File: config.mk
export PLATFORM = sky130hd
export DESIGN_NAME = hms_scan_display
export DESIGN_NICKNAME = d
export VERILOG_FILES = /design/src/rtl/hms_scan_pkg.sv /design/src/rtl/hms_scan_timer.sv /design/src/rtl/hms_glyph_select.sv /design/src/rtl/hms_seg_encoder.sv /design/src/rtl/hms_scan_display.sv
export SDC_FILE = /design/constraint.sdc
export NUM_CORES = 1
export LEC_CHECK = 0
export ABC_AREA = 0
export BUFFER_PORTS_ARGS = -buffer_cell sky130_fd_sc_hd__buf_2
export CORE_MARGIN = 1.5
export CORE_UTILIZATION = 35
export CTS_CLUSTER_DIAMETER = 40
export DETAILED_ROUTE_END_ITERATION = 8
export PLACE_DENSITY_LB_ADDON = 0.25
export REMOVE_ABC_BUFFERS = 1
export SYNTH_ARGS = -nofsm -noshare
export SYNTH_HDL_FRONTEND = slang
export SYNTH_HIERARCHICAL = 1
export SYNTH_SLANG_ARGS = --single-unit
File: constraint.sdc
create_clock -name clk -period 9.5 [get_ports clk]
set_clock_uncertainty 0.15 [all_clocks]
set_input_delay 0.475 -clock clk [delete_from_list [all_inputs] [get_ports clk]]
set_output_delay 0.475 -clock clk [all_outputs]
set_load 0.01 [all_outputs]
File: src/rtl/hms_scan_pkg.sv
package hms_scan_pkg;
  localparam int NUM_SLOTS  = 8;
  localparam int NUM_DIGITS = 6;
  localparam int CODE_W     = 4;
  localparam int SEG_W      = 8;
  localparam int SLOT_W     = $clog2(NUM_SLOTS);

  localparam logic [CODE_W-1:0] CODE_DASH  = 4'hA;
  localparam logic [CODE_W-1:0] CODE_BLANK = 4'hF;

  typedef enum logic {KIND_DIGIT, KIND_SEP} slot_kind_t;

  // every third slot, counted from 2, is a separator
  function automatic slot_kind_t kind_of(input logic [SLOT_W-1:0] s);
    return ((int'(s) % 3) == 2) ? KIND_SEP : KIND_DIGIT;
  endfunction

  // digit slots skip one separator per group of three
  function automatic logic [SLOT_W-1:0] nibble_of(input logic [SLOT_W-1:0] s);
    return SLOT_W'(int'(s) - int'(s) / 3);
  endfunction
endpackage

File: src/rtl/hms_scan_timer.sv
module hms_scan_timer #(
  parameter int SLOT_CYCLES = 48000,
  parameter int NUM_SLOTS   = 8,
  parameter int SLOT_W      = $clog2(NUM_SLOTS)
) (
  input  logic              clk,
  input  logic              rst_n,
  output logic [SLOT_W-1:0] slot_idx
);
  localparam int DIV_W = (SLOT_CYCLES > 1) ? $clog2(SLOT_CYCLES) : 1;
  localparam logic [DIV_W-1:0]  DIV_LAST  = DIV_W'(SLOT_CYCLES - 1);
  localparam logic [SLOT_W-1:0] SLOT_LAST = SLOT_W'(NUM_SLOTS - 1);

  logic [DIV_W-1:0] div_q;

  always_ff @(posedge clk) begin
    if (!rst_n) begin
      div_q    <= '0;
      slot_idx <= '0;
    end else if (div_q == DIV_LAST) begin
      div_q    <= '0;
      slot_idx <= (slot_idx == SLOT_LAST) ? '0 : slot_idx + 1'b1;
    end else begin
      div_q <= div_q + 1'b1;
    end
  end

  // a slot holds until its dwell count ends
  a_r3_slot_hold: assert property (@(posedge clk) disable iff (!rst_n)
    (div_q != DIV_LAST) |=> $stable(slot_idx));
  // the last slot wraps to the first
  a_r3_slot_wrap: assert property (@(posedge clk) disable iff (!rst_n)
    (div_q == DIV_LAST && slot_idx == SLOT_LAST) |=> (slot_idx == '0));
  // other slots step by one
  a_r3_slot_step: assert property (@(posedge clk) disable iff (!rst_n)
    (div_q == DIV_LAST && slot_idx != SLOT_LAST) |=> (slot_idx == $past(slot_idx) + 1'b1));
endmodule

File: src/rtl/hms_glyph_select.sv
module hms_glyph_select
  import hms_scan_pkg::*;
(
  input  logic [CODE_W*NUM_DIGITS-1:0] time_bcd,
  input  logic                         blink_off,
  input  logic [SLOT_W-1:0]            slot_idx,
  output logic [CODE_W-1:0]            code
);
  logic [CODE_W-1:0] nib [NUM_DIGITS];
  logic [SLOT_W-1:0] pos;

  for (genvar g = 0; g < NUM_DIGITS; g++) begin : g_nib
    assign nib[g] = time_bcd[g*CODE_W +: CODE_W];
  end

  assign pos = nibble_of(slot_idx);

  always_comb begin
    code = CODE_BLANK;
    if (kind_of(slot_idx) == KIND_SEP) begin
      code = blink_off ? CODE_BLANK : CODE_DASH;
    end else if (int'(pos) < NUM_DIGITS) begin
      code = (nib[pos] > 4'd9) ? CODE_BLANK : nib[pos];
    end
  end

  // a digit slot never yields the dash code
  always_comb begin
    if (kind_of(slot_idx) == KIND_DIGIT)
      a_r8_no_dash_in_digit: assert (code != CODE_DASH);
  end
endmodule

File: src/rtl/hms_seg_encoder.sv
module hms_seg_encoder
  import hms_scan_pkg::*;
(
  input  logic [CODE_W-1:0] code,
  output logic [SEG_W-1:0]  seg_n
);
  always_comb begin
    unique case (code)
      4'h0:    seg_n = 8'hC0;
      4'h1:    seg_n = 8'hF9;
      4'h2:    seg_n = 8'hA4;
      4'h3:    seg_n = 8'hB0;
      4'h4:    seg_n = 8'h99;
      4'h5:    seg_n = 8'h92;
      4'h6:    seg_n = 8'h82;
      4'h7:    seg_n = 8'hF8;
      4'h8:    seg_n = 8'h80;
      4'h9:    seg_n = 8'h90;
      4'hA:    seg_n = 8'hBF;
      default: seg_n = 8'hFF;
    endcase
  end
endmodule

File: src/rtl/hms_scan_display.sv
module hms_scan_display
  import hms_scan_pkg::*;
#(
  parameter int SLOT_CYCLES = 48000
) (
  input  logic        clk,
  input  logic        rst_n,
  input  logic [23:0] time_bcd,
  input  logic        blink_off,
  output logic [7:0]  dig_sel_n,
  output logic [7:0]  seg_n
);
  logic [SLOT_W-1:0]    slot_idx;
  logic [CODE_W-1:0]    code;
  logic [SEG_W-1:0]     seg_next;
  logic [NUM_SLOTS-1:0] sel_next;
  logic                 live_q;

  hms_scan_timer #(
    .SLOT_CYCLES(SLOT_CYCLES),
    .NUM_SLOTS  (NUM_SLOTS),
    .SLOT_W     (SLOT_W)
  ) u_timer (
    .clk     (clk),
    .rst_n   (rst_n),
    .slot_idx(slot_idx)
  );

  hms_glyph_select u_glyph (
    .time_bcd (time_bcd),
    .blink_off(blink_off),
    .slot_idx (slot_idx),
    .code     (code)
  );

  hms_seg_encoder u_enc (
    .code (code),
    .seg_n(seg_next)
  );

  for (genvar g = 0; g < NUM_SLOTS; g++) begin : g_sel
    assign sel_next[g] = (slot_idx != SLOT_W'(g));
  end

  // select and segments leave through one register stage together
  always_ff @(posedge clk) begin
    if (!rst_n) begin
      dig_sel_n <= '1;
      seg_n     <= '1;
      live_q    <= 1'b0;
    end else begin
      dig_sel_n <= sel_next;
      seg_n     <= seg_next;
      live_q    <= 1'b1;
    end
  end

  // dark outputs right after reset
  a_r1_dark_after_reset: assert property (@(posedge clk)
    !rst_n |=> (dig_sel_n == 8'hFF && seg_n == 8'hFF));
  // exactly one digit enabled once running
  a_r2_one_digit: assert property (@(posedge clk) disable iff (!rst_n)
    live_q |-> ($countones(~dig_sel_n) == 1));
  // dash in separator slots while blink phase was low
  a_r6_dash_shown: assert property (@(posedge clk) disable iff (!rst_n)
    (live_q && (!dig_sel_n[2] || !dig_sel_n[5]) && !$past(blink_off)) |-> (seg_n == 8'hBF));
  // separators dark while blink phase was high
  a_r7_dash_blanked: assert property (@(posedge clk) disable iff (!rst_n)
    (live_q && (!dig_sel_n[2] || !dig_sel_n[5]) && $past(blink_off)) |-> (seg_n == 8'hFF));
endmodule

# Word level (Yosys, flattened, before mapping)
# Memory sizes are Yosys's and may differ from the RTL's. A register that Yosys moved wholly into a read port is not among the register bits.
# Cells that the tools add are included.
# totals
ff_bits,35
rom_bits,112
input_bits,27
out_inout_bits,16
wordCells,37
n_memories,1
# op_classes
n_addsub,3
div,2
magnitude_cmp,3
n_eq_ne,10
mux,9
bitwise,2
n_reduce_logical,3
# mem_list
name,words,word_bits,rd,rd_clocked_by_memory_dff,write_ports,line,source
(no name shown),16,7,1,1,0,hms_seg_encoder.sv:8,unique case (code)
# ops
cell,n
$div 4x3->32 const B,1
$eq 32x3->1 const B,1
$mod 4x3->32 const B,1
$mux 4,5
$add 16x1->16 const B,1
$eq 16x16->1 const B,1
$bmux 4 s3,1
$ne 3x3->1 const B,4
$mux 3,2
$ne 3x2->1 const B,2
$ge 4x4->1 const B,1
$gt 4x4->1 const B,1
$not 3->4,1
$add 3x1->3 const B,1
$eq 3x3->1 const B,1
$lt 3x3->1 const B,1
$ne 3x1->1 const B,1
$reduce_bool 3->1,1
$sub 3x3->3,1
$reduce_or 2->1,1
$logic_not 1->1,1
$mux 1,1
$not 1->1,1

# Logic depth before layout (Yosys ltp)
# Gate-level depths: netlist of run 1.
# depth
ltp_word,10
ltp_mapped,20
mapped_depth_nobuf,18

# By module
# The synthesis of run 1 kept the hierarchy.
# modules_own_cells
mod,instances,cells_per_inst,area_each_um2,seq_area_each_um2
hms_scan_timer,1,90,855.8,380.4
hms_glyph_select,1,57,490.5,0.0
hms_scan_display,1,33,451.7,320.3
hms_seg_encoder,1,35,237.7,0.0

# Least setup slack after synthesis of run 1
# Ideal clock, no wire load.
# synth_timing
path_type,reg-to-reg
startpoint,register u_timer.slot_idx[2]
endpoint,register seg_n[3]
setup_ns,0.118
arrival_time_ns,3.377
required_ns,9.232
setup_slack_ns,5.855
path_stages_with_launch,20
n_path_buf,1
period_less_slack_ns,3.645
path_cell_list,dfxtp_1 -> buf_4 -> nand2b_1 -> inv_1 -> ha_1 -> nand2b_1 -> ha_1 -> inv_1 -> ha_1 -> nor3_2 -> a21oi_1 -> a21oi_1 -> o31ai_2 -> a211o_1 -> inv_1 -> ha_1 -> or2_1 -> a21oi_2 -> a31oi_1 -> nand2b_1
# synth_via
elab_chain_cells,10
word_cells_on_any_way,14
classes_between,add/sub: 1; div: 2; order compare: 2; eq/ne: 1; mux: 7; bitwise: 1
# synth_lines
item,line,source
"start, declared",hms_scan_timer.sv:8,output logic [SLOT_W-1:0] slot_idx
"start signal, assigned",hms_scan_timer.sv:22,slot_idx <= (slot_idx == SLOT_LAST) ? '0 : slot_idx + 1'b1;
$div 4x3->32,hms_scan_pkg.sv:20,return SLOT_W'(int'(s) - int'(s) / 3);
$sub 3x3->3,hms_scan_pkg.sv:20,
$not 3->4 (not written as such),hms_glyph_select.sv:23,code = (nib[pos] > 4'd9) ? CODE_BLANK : nib[pos];
$bmux 4 s3,hms_glyph_select.sv:23,
$mux 4 (not written as such) (2 in series),hms_glyph_select.sv:23,
$gt 4x4->1,hms_glyph_select.sv:23,
$mux 4,hms_glyph_select.sv:23,
$mux 4,hms_glyph_select.sv:22,end else if (int'(pos) < NUM_DIGITS) begin
$mux 4 *,hms_glyph_select.sv:20,if (kind_of(slot_idx) == KIND_SEP) begin
net code[1],hms_scan_display.sv:14,logic [CODE_W-1:0] code;
"end, declared",hms_scan_display.sv:11,output logic [7:0] seg_n
# Mark *: on every way through the listed nets, which the timed path passes. The rest lies on a longest branch. The select of a mux whose other input is x is not followed.
# A chain may end at the register's enable or synchronous reset.

# Worst setup path in the final report of run 1
# Ends and elaborated chain as after synthesis.

==> load_flow_metrics.sql, run 1 <==
INSERT INTO impl_metrics (metric_group, metric, value, unit) VALUES
('cells_and_area', 'share_of_cells_above_drive_strength_1', '25.78', '%'),
('routing', 'maxUsedRoutingLayer', 'met4', ''),
('cells_and_area', 'finalNetCount', '294', ''),
('clock_tree', 'postCtsSetupRepairBufs', '0', ''),
('power', 'power.ir.vdd_worst', '0.05741', 'mV'),
('timing', 'period_minus_slack', '4.432', 'ns'),
('power', 'power.density', '126.2', 'mW/mm²'),
('clock_tree', 'tritoncts_clock_tree', 'done', ''),
('synth', 'synth_enable_flop_cells', '0', ''),
('cells_and_area', 'final_common_cell', 'sky130_fd_sc_hd__buf_2', ''),
('power', 'p_switching', '0.06499', 'mW'),
('power', 'clock_power_share', '38.6', '%'),
('hold_path', 'min_path_type', 'reg2reg', ''),
('synth', 'synth.avg_cell_area', '9.468', 'µm²'),
('clock_tree', 'max-clock-path-buffers', '2', ''),
('routing', 'detail_route.first_pass.iterations', '4', ''),
('clock_tree', 'clk_root_buffer_cell', 'sky130_fd_sc_hd__clkbuf_8', ''),
('power', 'power.sequential.fraction', '51.3', '%'),
('die', 'die-area', '0.006283', 'mm²'),
('synth', 'synth_top_flop_cell', 'sky130_fd_sc_hd__dfxtp_1', ''),
('worst_setup_path', 'timing.critical_path.from_type', 'flip-flop', ''),
('worst_setup_path', 'required', '9.51', 'ns'),
('timing', 'setup_viol', '0', ''),
('cells_and_area', 'area.growth.synth_to_final', '15.37', '%'),
('routing', 'routed_wl', '3.607', 'mm'),
('clock_tree', 'clkSlewWorstSetupHoldPaths', '0.07', 'ns'),
('placement', 'place.port_buffers', '42', ''),
('global_routing', 'first_global_vias', '1498', ''),
('die', 'initial_utilization', '36.52', '%'),
('timing', 'timing_worst_slew_pin_value', '0.8034', 'ns'),
('synth', 'synth_top_area_share', '34.42', '%'),
('routing', 'met1_length', '1.671', 'mm'),
('synth', 'async_reset_ff_share', '0', '%'),
('job', 'maximum_capacitance_violations', '0', ''),
('power', 'internal-power', '0.2314', 'mW'),
('timing', 'clock.fmax', '0.2256', 'GHz'),
('die', 'ioPinCount', '43', ''),
('clock_tree', 'cts_hold_repair.buffers', '0', ''),
('power', 'sw_share', '21.93', '%'),
('timing', 'hold_viol_final', '0', ''),
('synth', 'synth_warnings', '6', ''),
('timing', 'fin_tns_setup', '0', 'ns'),
('synth', 'synth_top_cell_by_area', 'sky130_fd_sc_hd__dfxtp_1', ''),
('die', 'fp-row-count', '27', ''),
('cells_and_area', 'final_core_utilization', '42.13', '%'),
('routing', 'routed-wl-met3', '149', 'µm'),
('routing', 'route.detailed.drc', '0', ''),
('worst_setup_path', 'worst_setup_path_end_kind', 'flip-flop', ''),
('placement', 'finalWeightedCongestion', '0.8119', ''),
('global_routing', 'grtUsageTotal', '12.54', '%'),
('worst_setup_path', 'crit_arrival', '4.44', 'ns'),
('synth', 'synthTopCellsByArea', 'sky130_fd_sc_hd__dfxtp_1 (34%), sky130_fd_sc_hd__ha_1 (7.4%), sky130_fd_sc_hd__nor2_1 (4.8%)', ''),
('timing', 'holdWs', '0.3066', 'ns'),
('die', 'core_area', '0.005574', 'mm²'),
('synth', 'synth.lib_cells_used.distinct', '51', ''),
('power', 'comb_power_share', '10.2', '%'),
('routing', 'ant_nets', '0', ''),
('timing', 'timing_max_transition_violations_final', '0', ''),
('routing', 'drt-vias-per-instance', '4.790', ''),
('power', 'cellLeakagePower', '0.9568', 'nW'),
('clock_tree', 'numClockSinks', '35', ''),
('clock_tree', 'cts.repair.resized', '0', ''),
('global_routing', 'antenna_found_initial', '0', ''),
('clock_tree', 'htreeDepth', '2', ''),
('placement', 'detailedPlacementHpwl', '2.673', 'mm'),
('cells_and_area', 'layout.cells.most_common_list', 'sky130_fd_sc_hd__buf_2 (42), sky130_fd_sc_hd__dfxtp_1 (35), sky130_fd_sc_hd__nor2_1 (26)', ''),
('synth', 'ys_ff_latch', '35', ''),
('status', 'result_of_the_run', 'finished, final reports clean', ''),
('worst_setup_path', 'critPathKind', 'reg2reg', ''),
('placement', 'place_inst', '320', ''),
('synth', 'syn-instance-count', '215', '');
routing by layer:
| layer | up-vias | track usage [%] |
|---|---|---|
| met5 | - | 0 |
| met4 | 0 | 5.263 |
| met3 | 4 | 2.759 |
| met2 | 37 | 22.82 |
| met1 | 695 | 13.96 |
| li1 | 835 | - |
worst paths after layout:
check	endpoint	start	slack [ns]
worst min register to register	u_timer/div_q[0]	u_timer/div_q[0]	0.31
worst min-delay path	u_timer/div_q[0]	u_timer/div_q[0]	0.31
worst max register to register	seg_n[3]	u_timer/slot_idx[2]	5.07
worst max-delay path	seg_n[3]	u_timer/slot_idx[2]	5.07
registers in the layout, indices dropped and copies added (netlist names):
signal,cells
seg_n,8
u_timer/div_q,16
dig_sel_n,8
u_timer/slot_idx,3
logic make-up after synthesis:
| logic type | count (synthesis) | share of synthesized area [%] |
|---|---|---|
| AND/OR/NAND/NOR | 95 | 28.27 |
| XOR/XNOR | 14 | 6.023 |
| adder cells (fa/ha/maj) | 12 | 7.375 |
| buffers and inverters | 17 | 5.777 |
| multiplexers | 10 | 6.946 |
| AO/OA/AOI/OAI | 30 | 10.82 |
| flip-flops | 35 | 34.42 |
| other | 2 | 0.3689 |
per-stage QoR:
step	power [mW]	instance area, µm²	worst slack (ns)
floorplan	0.1733	1948	5.616
global placement	0.1855	2248	5.295
detailed placement	0.1856	2248	5.084
CTS	0.3020	2349	5.081
global route	0.3138	2349	4.760
finish	0.2964	2349	5.068
area by class of cell:
type                       instances  area, µm²
fill                             555       3226
multi-input combinational        163       1217
sequential                        35      700.7
timing repair buffer              42      210.2
clock buffer                       8      100.1
tap                               72      90.09
inverter                           8      30.03
synthesized netlist by cell type, drive strengths merged (3+ instances only):
cell and instances:
nor2b 3, nand4b 3, nor4 6, nand4 6, a211oi 4, nand2b 16
nand2 11, nor3 5, nor2 27, xnor2 11, a21oi 7, nand4bb 3
inv 8, nand3 4, buf 7, o21ai 9, dfxtp 35, mux2i 7
ha 12, xor2 3, mux4 3
power groups by stage:
stage	clock, mW	combinational, mW	sequential (mW)
after CTS	0.120	0.0305	0.152
after floorplan	0	0.0169	0.156
after detailed placement	0	0.0304	0.155
after global routing	0.127	0.0346	0.152
after global placement	0	0.0303	0.155
final	0.114	0.0302	0.152
worst max-delay path: stages (launching register included):
cell and delay, ns:
sky130_fd_sc_hd__dfxtp_1 0.70, sky130_fd_sc_hd__nand2b_1 0.23, sky130_fd_sc_hd__inv_1 0.06, sky130_fd_sc_hd__ha_1 0.22
sky130_fd_sc_hd__nand2b_1 0.16, sky130_fd_sc_hd__ha_1 0.65, sky130_fd_sc_hd__mux2i_1 0.15, sky130_fd_sc_hd__a2111oi_0 0.42
sky130_fd_sc_hd__a211oi_1 0.15, sky130_fd_sc_hd__o31ai_2 0.30, sky130_fd_sc_hd__a211o_1 0.26, sky130_fd_sc_hd__inv_1 0.12
sky130_fd_sc_hd__ha_1 0.19, sky130_fd_sc_hd__or2_1 0.22, sky130_fd_sc_hd__a21oi_2 0.16, sky130_fd_sc_hd__a31oi_1 0.05
sky130_fd_sc_hd__nand2b_1 0.14
No activity file was read; power rests on OpenSTA's default activity.
==> run 2: changes to the inputs <==
==> constraint.sdc (replaced) <==
create_clock -name clk -period 3.7 [get_ports clk]
set_clock_uncertainty 0.15 [all_clocks]
set_input_delay 0.185 -clock clk [delete_from_list [all_inputs] [get_ports clk]]
set_output_delay 0.185 -clock clk [all_outputs]
set_load 0.01 [all_outputs]
==> run 2 against run 1 <==
- maximum frequency grew 25%
- hold slack lost 0.17 ns
- worst setup slack lost 4.9 ns
- critical endpoint unchanged
==> load_flow_metrics.sql, run 2 (synthesized netlist as in run 1, its figures left out) <==
INSERT INTO impl_metrics (metric_group, metric, value, unit) VALUES
('placement', 'place.port_buffers', '42', ''),
('timing', 'post-route-period-util', '95.56', '%'),
('clock_tree', 'numClockSinks', '35', ''),
('placement', 'post-place-ws', '-0.07206', 'ns'),
('worst_setup_path', 'cp_num_buf_inv', '3', ''),
('worst_setup_path', 'timing.critical_path.cells', 'nand2b_2 -> inv_1 -> ha_1 -> nand2b_1 -> ha_4 -> inv_1 -> ha_4 -> a2111oi_2 -> a211oi_2 -> o31ai_2 -> a211o_1 -> inv_1 -> ha_1 -> or2_1 -> a21oi_2 -> a31oi_1 -> nand2b_1', ''),
('die', 'fp-row-count', '27', ''),
('clock_tree', 'cts_inserted_buffers', '5', ''),
('clock_tree', 'tritoncts_clock_tree', 'done', ''),
('worst_setup_path', 'crit_path_frequent_cell', 'sky130_fd_sc_hd__inv_1', ''),
('routing', 'dr_total_vias', '1588', ''),
('cells_and_area', 'max_flop_register', 'u_timer/div_q', ''),
('timing', 'timing.final.ws_setup', '0.1642', 'ns'),
('worst_setup_path', 'worst_path_max_delay_cell', 'sky130_fd_sc_hd__a2111oi_2', ''),
('worst_setup_path', 'crit_arrival', '3.55', 'ns'),
('global_routing', 'gr_busiest_metal', 'met2', ''),
('cells_and_area', 'final_common_cell', 'sky130_fd_sc_hd__buf_2', ''),
('cells_and_area', 'top_regs', 'u_timer/div_q: 16 flops, dig_sel_n: 8 flops, seg_n: 8 flops', ''),
('power', 'cellLeakagePower', '1.004', 'nW'),
('hold_path', 'min_path_type', 'in2reg', ''),
('placement', 'place_inst', '327', ''),
('cells_and_area', 'count_of_antenna_diodes_in_the_layout', '0', ''),
('timing', 'hold_viol_final', '0', ''),
('timing', 'clock.fmax', '0.2828', 'GHz'),
('routing', 'post_drt_wl_per_cell', '10.86', 'µm'),
('global_routing', 'grt_start_max_net_pins', '22', ''),
('worst_setup_path', 'worst_setup_path_end_kind', 'flip-flop', ''),
('die', 'core_area', '0.005574', 'mm²'),
('worst_setup_path', 'timing.critical_path.from_type', 'flip-flop', ''),
('cells_and_area', 'area.growth.synth_to_final', '22.37', '%'),
('global_routing', 'gr-total-overflow', '0', ''),
('worst_setup_path', 'worst_path_largest_cell_delay', '0.38', 'ns'),
('global_routing', 'grtUsageTotal', '12.78', '%'),
('global_routing', 'grt_use_met2', '21.03', '%'),
('die', 'die_x', '79.27', 'µm'),
('clock_tree', 'clkSlewWorstSetupHoldPaths', '0.07', 'ns'),
('global_routing', 'grt_pass1_wl', '6.410', 'mm'),
('routing', 'drt_iter0_drc', '81', ''),
('clock_tree', 'htreeDepth', '2', ''),
('cells_and_area', 'layout.cells.most_common_list', 'sky130_fd_sc_hd__buf_2 (42), sky130_fd_sc_hd__dfxtp_1 (35), sky130_fd_sc_hd__nor2_1 (26)', ''),
('die', 'ioPinCount', '43', ''),
('clock_tree', 'clk_root_buffer_cell', 'sky130_fd_sc_hd__clkbuf_8', ''),
('die', 'initial_utilization', '36.52', '%'),
('routing', 'detail_route.first_pass.iterations', '4', ''),
('global_routing', 'antenna_found_initial', '0', ''),
('cells_and_area', 'finalNetCount', '304', ''),
('routing', 'ant_nets', '0', ''),
('worst_setup_path', 'critPathKind', 'reg2reg', ''),
('cells_and_area', 'largest_register_ffs', '16', ''),
('cells_and_area', 'share_of_cells_above_drive_strength_1', '31.20', '%'),
('routing', 'routed_wl', '3.671', 'mm'),
('timing', 'setup_viol', '0', ''),
('job', 'maximum_capacitance_violations', '0', ''),
('global_routing', 'first_global_vias', '1491', ''),
('timing', 'period_minus_slack', '3.536', 'ns'),
('routing', 'drt-vias-per-instance', '4.698', ''),
('worst_setup_path', 'required', '3.72', 'ns'),
('clock_tree', 'cts_hold_repair.buffers', '0', ''),
('cells_and_area', 'layout.cells.non_filler', '338', ''),
('placement', 'detailedPlacementHpwl', '2.736', 'mm'),
('global_routing', 'met3_usage', '3.448', '%'),
('die', 'floorplan.die.height', '79.27', 'µm'),
('worst_setup_path', 'worstPathMaxFanout', '8', ''),
('placement', 'finalWeightedCongestion', '0.8582', ''),
('status', 'result_of_the_run', 'finished, final reports clean', ''),
('clock_tree', 'clock_insertion_delay_worst_skew', '0.28', 'ns'),
('power', 'power.density', '310.4', 'mW/mm²'),
('routing', 'route.detailed.drc', '0', ''),
('timing', 'timing_max_transition_violations_final', '0', ''),
('worst_setup_path', 'cell_family_with_most_cp_delay', 'compound AO/OA/AOI/OAI gates', ''),
('global_routing', 'gr-usage-met1', '15.55', '%'),
('die', 'die-area', '0.006283', 'mm²'),
('power', 'power.ir.vdd_worst', '0.1431', 'mV'),
('clock_tree', 'max-clock-path-buffers', '2', '');
==> run 2: cell types whose count changed in the layout (fill, tap and decap cells not counted), moves of 2 or more <==
cell                        change
sky130_fd_sc_hd__ha_4           +2
sky130_fd_sc_hd__ha_1           -2
sky130_fd_sc_hd__a2111oi_0      -2
sky130_fd_sc_hd__buf_4         +10
==> run 2: area by class of cell <==
type | instances | area, µm²
fillers | 563 | 3083
clock buffers | 7 | 96.34
clock inverters | 1 | 7.507
multi-input cells | 163 | 1281
inverters | 8 | 30.03
well taps | 72 | 90.09
flip-flops and latches | 35 | 700.7
repair buffers | 52 | 285.3
==> run 2: per-layer routing <==
metal	part of all wire, %	vias up
met1	49	688
met3	4.5	5
met2	45	34
met4	1.6	0
li1	-	861
met5	0	-
==> run 2: path summary, 6_finish.rpt <==
kind | start | slack, ns | to | depth (start not counted)
min | rst_n | 0.13 | seg_n[1] | 2
max reg2reg | u_timer/slot_idx[2] | 0.16 | seg_n[3] | 17
max | u_timer/slot_idx[2] | 0.16 | seg_n[3] | 17
min reg2reg | u_timer/div_q[0] | 0.30 | u_timer/div_q[0] | 1
==> run 2: through the flow <==
stage / area (µm²) / utilization, % / total power [mW] / setup TNS [ns] / hold WS (ns)
final: 2491 / 44.69 / 0.7733 / 0 / 0.1338
after global routing: 2491 / 44.69 / 0.8178 / -0.03855 / 0.1445
after CTS: 2410 / 43.23 / 0.7810 / 0 / 0.1244
after detailed placement: 2301 / 41.28 / 0.4769 / -0.1330 / 0.2854
after global placement: 2301 / 41.28 / 0.4769 / 0 / 0.2788
after floorplan: 1948 / - / 0.4451 / -0.7937 / 0.1080
==> run 2: what timing repair did <==
action / in CTS / in global routing
pin swaps: 1 / 4
buffers inserted: 0 / 3
endpoints found under the setup margin: 3 / 5
resized for setup: 2 / 11
==> run 2: where the power goes <==
| part | switching (mW) | internal, mW | total (mW) |
|---|---|---|---|
| logic | 0.0406 | 0.0422 | 0.0827 |
| registers | 0.00370 | 0.386 | 0.390 |
| clock network | 0.132 | 0.169 | 0.301 |
| total | 0.176 | 0.597 | 0.773 |
==> run 3: changes to the inputs <==
--- a/config.mk
+++ b/config.mk
@@ -7,8 +7,10 @@
 export LEC_CHECK = 0
 export ABC_AREA = 0
 export BUFFER_PORTS_ARGS = -buffer_cell sky130_fd_sc_hd__buf_2
+export CELL_PAD_IN_SITES_DETAIL_PLACEMENT = 1
+export CELL_PAD_IN_SITES_GLOBAL_PLACEMENT = 2
 export CORE_MARGIN = 1.5
-export CORE_UTILIZATION = 35
+export CORE_UTILIZATION = 30
 export CTS_CLUSTER_DIAMETER = 40
 export DETAILED_ROUTE_END_ITERATION = 8
 export PLACE_DENSITY_LB_ADDON = 0.25
==> run 3 against run 2 <==
- the flow now finishes with violations (DRC)
- maximum frequency rose by 2.0%
- critical path type unchanged
- combinational power barely moved
- sequential power barely moved
==> load_flow_metrics.sql, run 3 (synthesized netlist as in run 1, its figures left out) <==
INSERT INTO impl_metrics (metric_group, metric, value, unit) VALUES
('timing', 'timing.final.ws_setup', '0.2322', 'ns'),
('global_routing', 'grt_start_max_net_pins', '22', ''),
('timing', 'setup_viol', '0', ''),
('worst_setup_path', 'worstPathMaxFanout', '5', ''),
('cells_and_area', 'final_common_cell', 'sky130_fd_sc_hd__buf_2', ''),
('placement', 'place.port_buffers', '42', ''),
('die', 'die-area', '0.007289', 'mm²'),
('global_routing', 'gr-total-overflow', '0', ''),
('die', 'die_x', '85.38', 'µm'),
('power', 'cellLeakagePower', '1.028', 'nW'),
('power', 'power.ir.vdd_worst', '0.1199', 'mV'),
('routing', 'ant_nets', '0', ''),
('worst_setup_path', 'setup.worst_path.end', 'seg_n[0]', ''),
('routing', 'detail_route.first_pass.iterations', '6', ''),
('placement', 'finalWeightedCongestion', '0.7358', ''),
('die', 'ioPinCount', '43', ''),
('cells_and_area', 'layout.cells.most_common_list', 'sky130_fd_sc_hd__buf_2 (42), sky130_fd_sc_hd__dfxtp_1 (35), sky130_fd_sc_hd__nor2_1 (26)', ''),
('timing', 'clock.fmax', '0.2884', 'GHz'),
('worst_setup_path', 'required', '3.72', 'ns'),
('global_routing', 'grtUsageTotal', '13.01', '%'),
('clock_tree', 'clk_root_buffer_cell', 'sky130_fd_sc_hd__clkbuf_8', ''),
('clock_tree', 'clock_insertion_delay_worst_skew', '0.29', 'ns'),
('routing', 'route.detailed.drc', '3', ''),
('clock_tree', 'cts_hold_repair.buffers', '0', ''),
('die', 'initial_utilization', '31.52', '%'),
('clock_tree', 'max-clock-path-buffers', '2', ''),
('clock_tree', 'cts_inserted_buffers', '5', ''),
('status', 'violations', 'DRC', ''),
('clock_tree', 'clkSlewWorstSetupHoldPaths', '0.08', 'ns'),
('placement', 'place_inst', '334', ''),
('global_routing', 'grt_pass1_wl', '7.721', 'mm'),
('global_routing', 'first_global_vias', '1714', ''),
('routing', 'post_drt_wl_per_cell', '12.49', 'µm'),
('routing', 'dr_total_vias', '1665', ''),
('power', 'power.density', '327.6', 'mW/mm²'),
('status', 'result_of_the_run', 'finished, violations left', ''),
('worst_setup_path', 'worst_setup_path_end_kind', 'flip-flop', ''),
('clock_tree', 'htreeDepth', '2', ''),
('worst_setup_path', 'regToRegSetupSlack', '0.23', 'ns'),
('timing', 'hold_viol_final', '0', ''),
('routing', 'drt-vias-per-instance', '4.826', ''),
('worst_setup_path', 'crit-reg2reg-launch', 'u_timer/slot_idx[2]', ''),
('worst_setup_path', 'timing.critical_path.from_type', 'flip-flop', ''),
('cells_and_area', 'layout.cells.non_filler', '345', ''),
('power', 'report.power.total', '0.8199', 'mW'),
('die', 'floorplan.die.height', '85.38', 'µm'),
('cells_and_area', 'count_of_antenna_diodes_in_the_layout', '0', ''),
('routing', 'routed_wl', '4.308', 'mm'),
('cells_and_area', 'finalNetCount', '306', ''),
('routing', 'drt_iter0_drc', '57', ''),
('cells_and_area', 'share_of_cells_above_drive_strength_1', '31.72', '%'),
('timing', 'period_minus_slack', '3.468', 'ns'),
('die', 'fp-row-count', '29', ''),
('placement', 'post-place-ws', '-0.02719', 'ns'),
('worst_setup_path', 'r2r.worst_path.cells', '18', ''),
('worst_setup_path', 'crit_arrival', '3.48', 'ns'),
('worst_setup_path', 'critical_path.startpoint', 'u_timer/slot_idx[2]', ''),
('cells_and_area', 'max_flop_register', 'u_timer/div_q', ''),
('clock_tree', 'tritoncts_clock_tree', 'done', ''),
('die', 'core_area', '0.006459', 'mm²'),
('cells_and_area', 'area.growth.synth_to_final', '22.93', '%'),
('worst_setup_path', 'reg_to_reg_critical_path_endpoint', 'seg_n[0]', ''),
('placement', 'detailedPlacementHpwl', '3.205', 'mm'),
('timing', 'post-route-period-util', '93.73', '%'),
('hold_path', 'min_path_type', 'in2reg', ''),
('clock_tree', 'numClockSinks', '35', ''),
('job', 'maximum_capacitance_violations', '0', ''),
('cells_and_area', 'largest_register_ffs', '16', ''),
('timing', 'timing_max_transition_violations_final', '0', ''),
('global_routing', 'antenna_found_initial', '0', ''),
('cells_and_area', 'top_regs', 'u_timer/div_q: 16 flops, dig_sel_n: 8 flops, seg_n: 8 flops', ''),
('worst_setup_path', 'critPathKind', 'reg2reg', '');
-- run 3: changes by cell type in the layout (fill, tap and decap cells not counted) --
| cell | before | now |
|---|---|---|
| sky130_fd_sc_hd__a2111oi_2 | 1 | 2 |
| sky130_fd_sc_hd__a2111oi_4 | 1 | 0 |
| sky130_fd_sc_hd__buf_4 | 10 | 12 |
| sky130_fd_sc_hd__bufinv_16 | 0 | 1 |
| sky130_fd_sc_hd__clkbuf_8 | 7 | 5 |
| sky130_fd_sc_hd__clkinv_2 | 0 | 1 |
| sky130_fd_sc_hd__clkinv_4 | 0 | 1 |
| sky130_fd_sc_hd__clkinvlp_4 | 1 | 0 |
| sky130_fd_sc_hd__nor3_2 | 1 | 2 |
| sky130_fd_sc_hd__nor3_4 | 1 | 0 |
| sky130_fd_sc_hd__o21ai_0 | 5 | 6 |
| sky130_fd_sc_hd__o21ai_1 | 4 | 3 |
-- run 3: per-layer routing --
metal	wire length (µm)	track usage (%)
met5	0	0
met4	37	3.959
met1	2049	16.12
met3	122	2.724
met2	2099	22.66
-- run 3: how the worst min path moves through the flow --
stage / end / cells past startpoint / from
final: seg_n[1] / 2 / rst_n
after global routing: seg_n[3] / 2 / rst_n
after CTS: seg_n[1] / 2 / rst_n
after detailed placement: u_timer/div_q[0] / 1 / u_timer/div_q[0]
after global placement: u_timer/div_q[0] / 1 / u_timer/div_q[0]
after floorplan: seg_n[5] / 1 / rst_n
-- run 3: cell type report --
type / count / area (µm²)
Fill cell: 772 / 3956
Inverter: 8 / 30.03
Timing Repair Buffer: 54 / 300.3
Tap cell: 77 / 96.34
Multi-Input combinational cell: 163 / 1262
Clock buffer: 5 / 68.82
Sequential cell: 35 / 700.7
Clock inverter: 3 / 43.79
-- run 3: critical path, cell delays in order, from the launching register on --
cell,delay (ns)
sky130_fd_sc_hd__dfxtp_1,0.33
sky130_fd_sc_hd__nand2b_2,0.16
sky130_fd_sc_hd__inv_1,0.06
sky130_fd_sc_hd__ha_1,0.20
sky130_fd_sc_hd__nand2b_1,0.18
sky130_fd_sc_hd__ha_4,0.16
sky130_fd_sc_hd__inv_1,0.08
sky130_fd_sc_hd__ha_4,0.17
sky130_fd_sc_hd__nor3_2,0.07
sky130_fd_sc_hd__a2111oi_2,0.39
sky130_fd_sc_hd__a211oi_2,0.09
sky130_fd_sc_hd__o31ai_2,0.30
sky130_fd_sc_hd__a211o_1,0.20
sky130_fd_sc_hd__inv_1,0.10
sky130_fd_sc_hd__ha_1,0.18
sky130_fd_sc_hd__or2_1,0.21
sky130_fd_sc_hd__a21oi_2,0.15
sky130_fd_sc_hd__nor2_1,0.06
sky130_fd_sc_hd__nand2b_1,0.13
-- run 3: timing repair --
item,4_1_cts,5_1_grt
pin swaps,0,4
gates resized for setup,1,9
gates cloned,0,0
buffers inserted,0,3
endpoints found under the setup margin,2,7
-- run 3: power breakdown --
part | internal, mW | switching [mW]
clock network | 0.201 | 0.147
logic | 0.0420 | 0.0410
registers | 0.386 | 0.00379
total | 0.629 | 0.191
-- run 3: metrics by stage --
stage	hold slack, ns	setup TNS (ns)	utilization [%]	cell area (µm²)
after CTS	0.1324	0	37.74	2437
after global routing	0.1370	-0.04844	38.74	2502
after floorplan	0.1080	-0.7937	-	1948
after global placement	0.2837	0	35.96	2322
after detailed placement	0.2962	-0.05021	35.96	2322
final	0.1296	0	38.74	2502
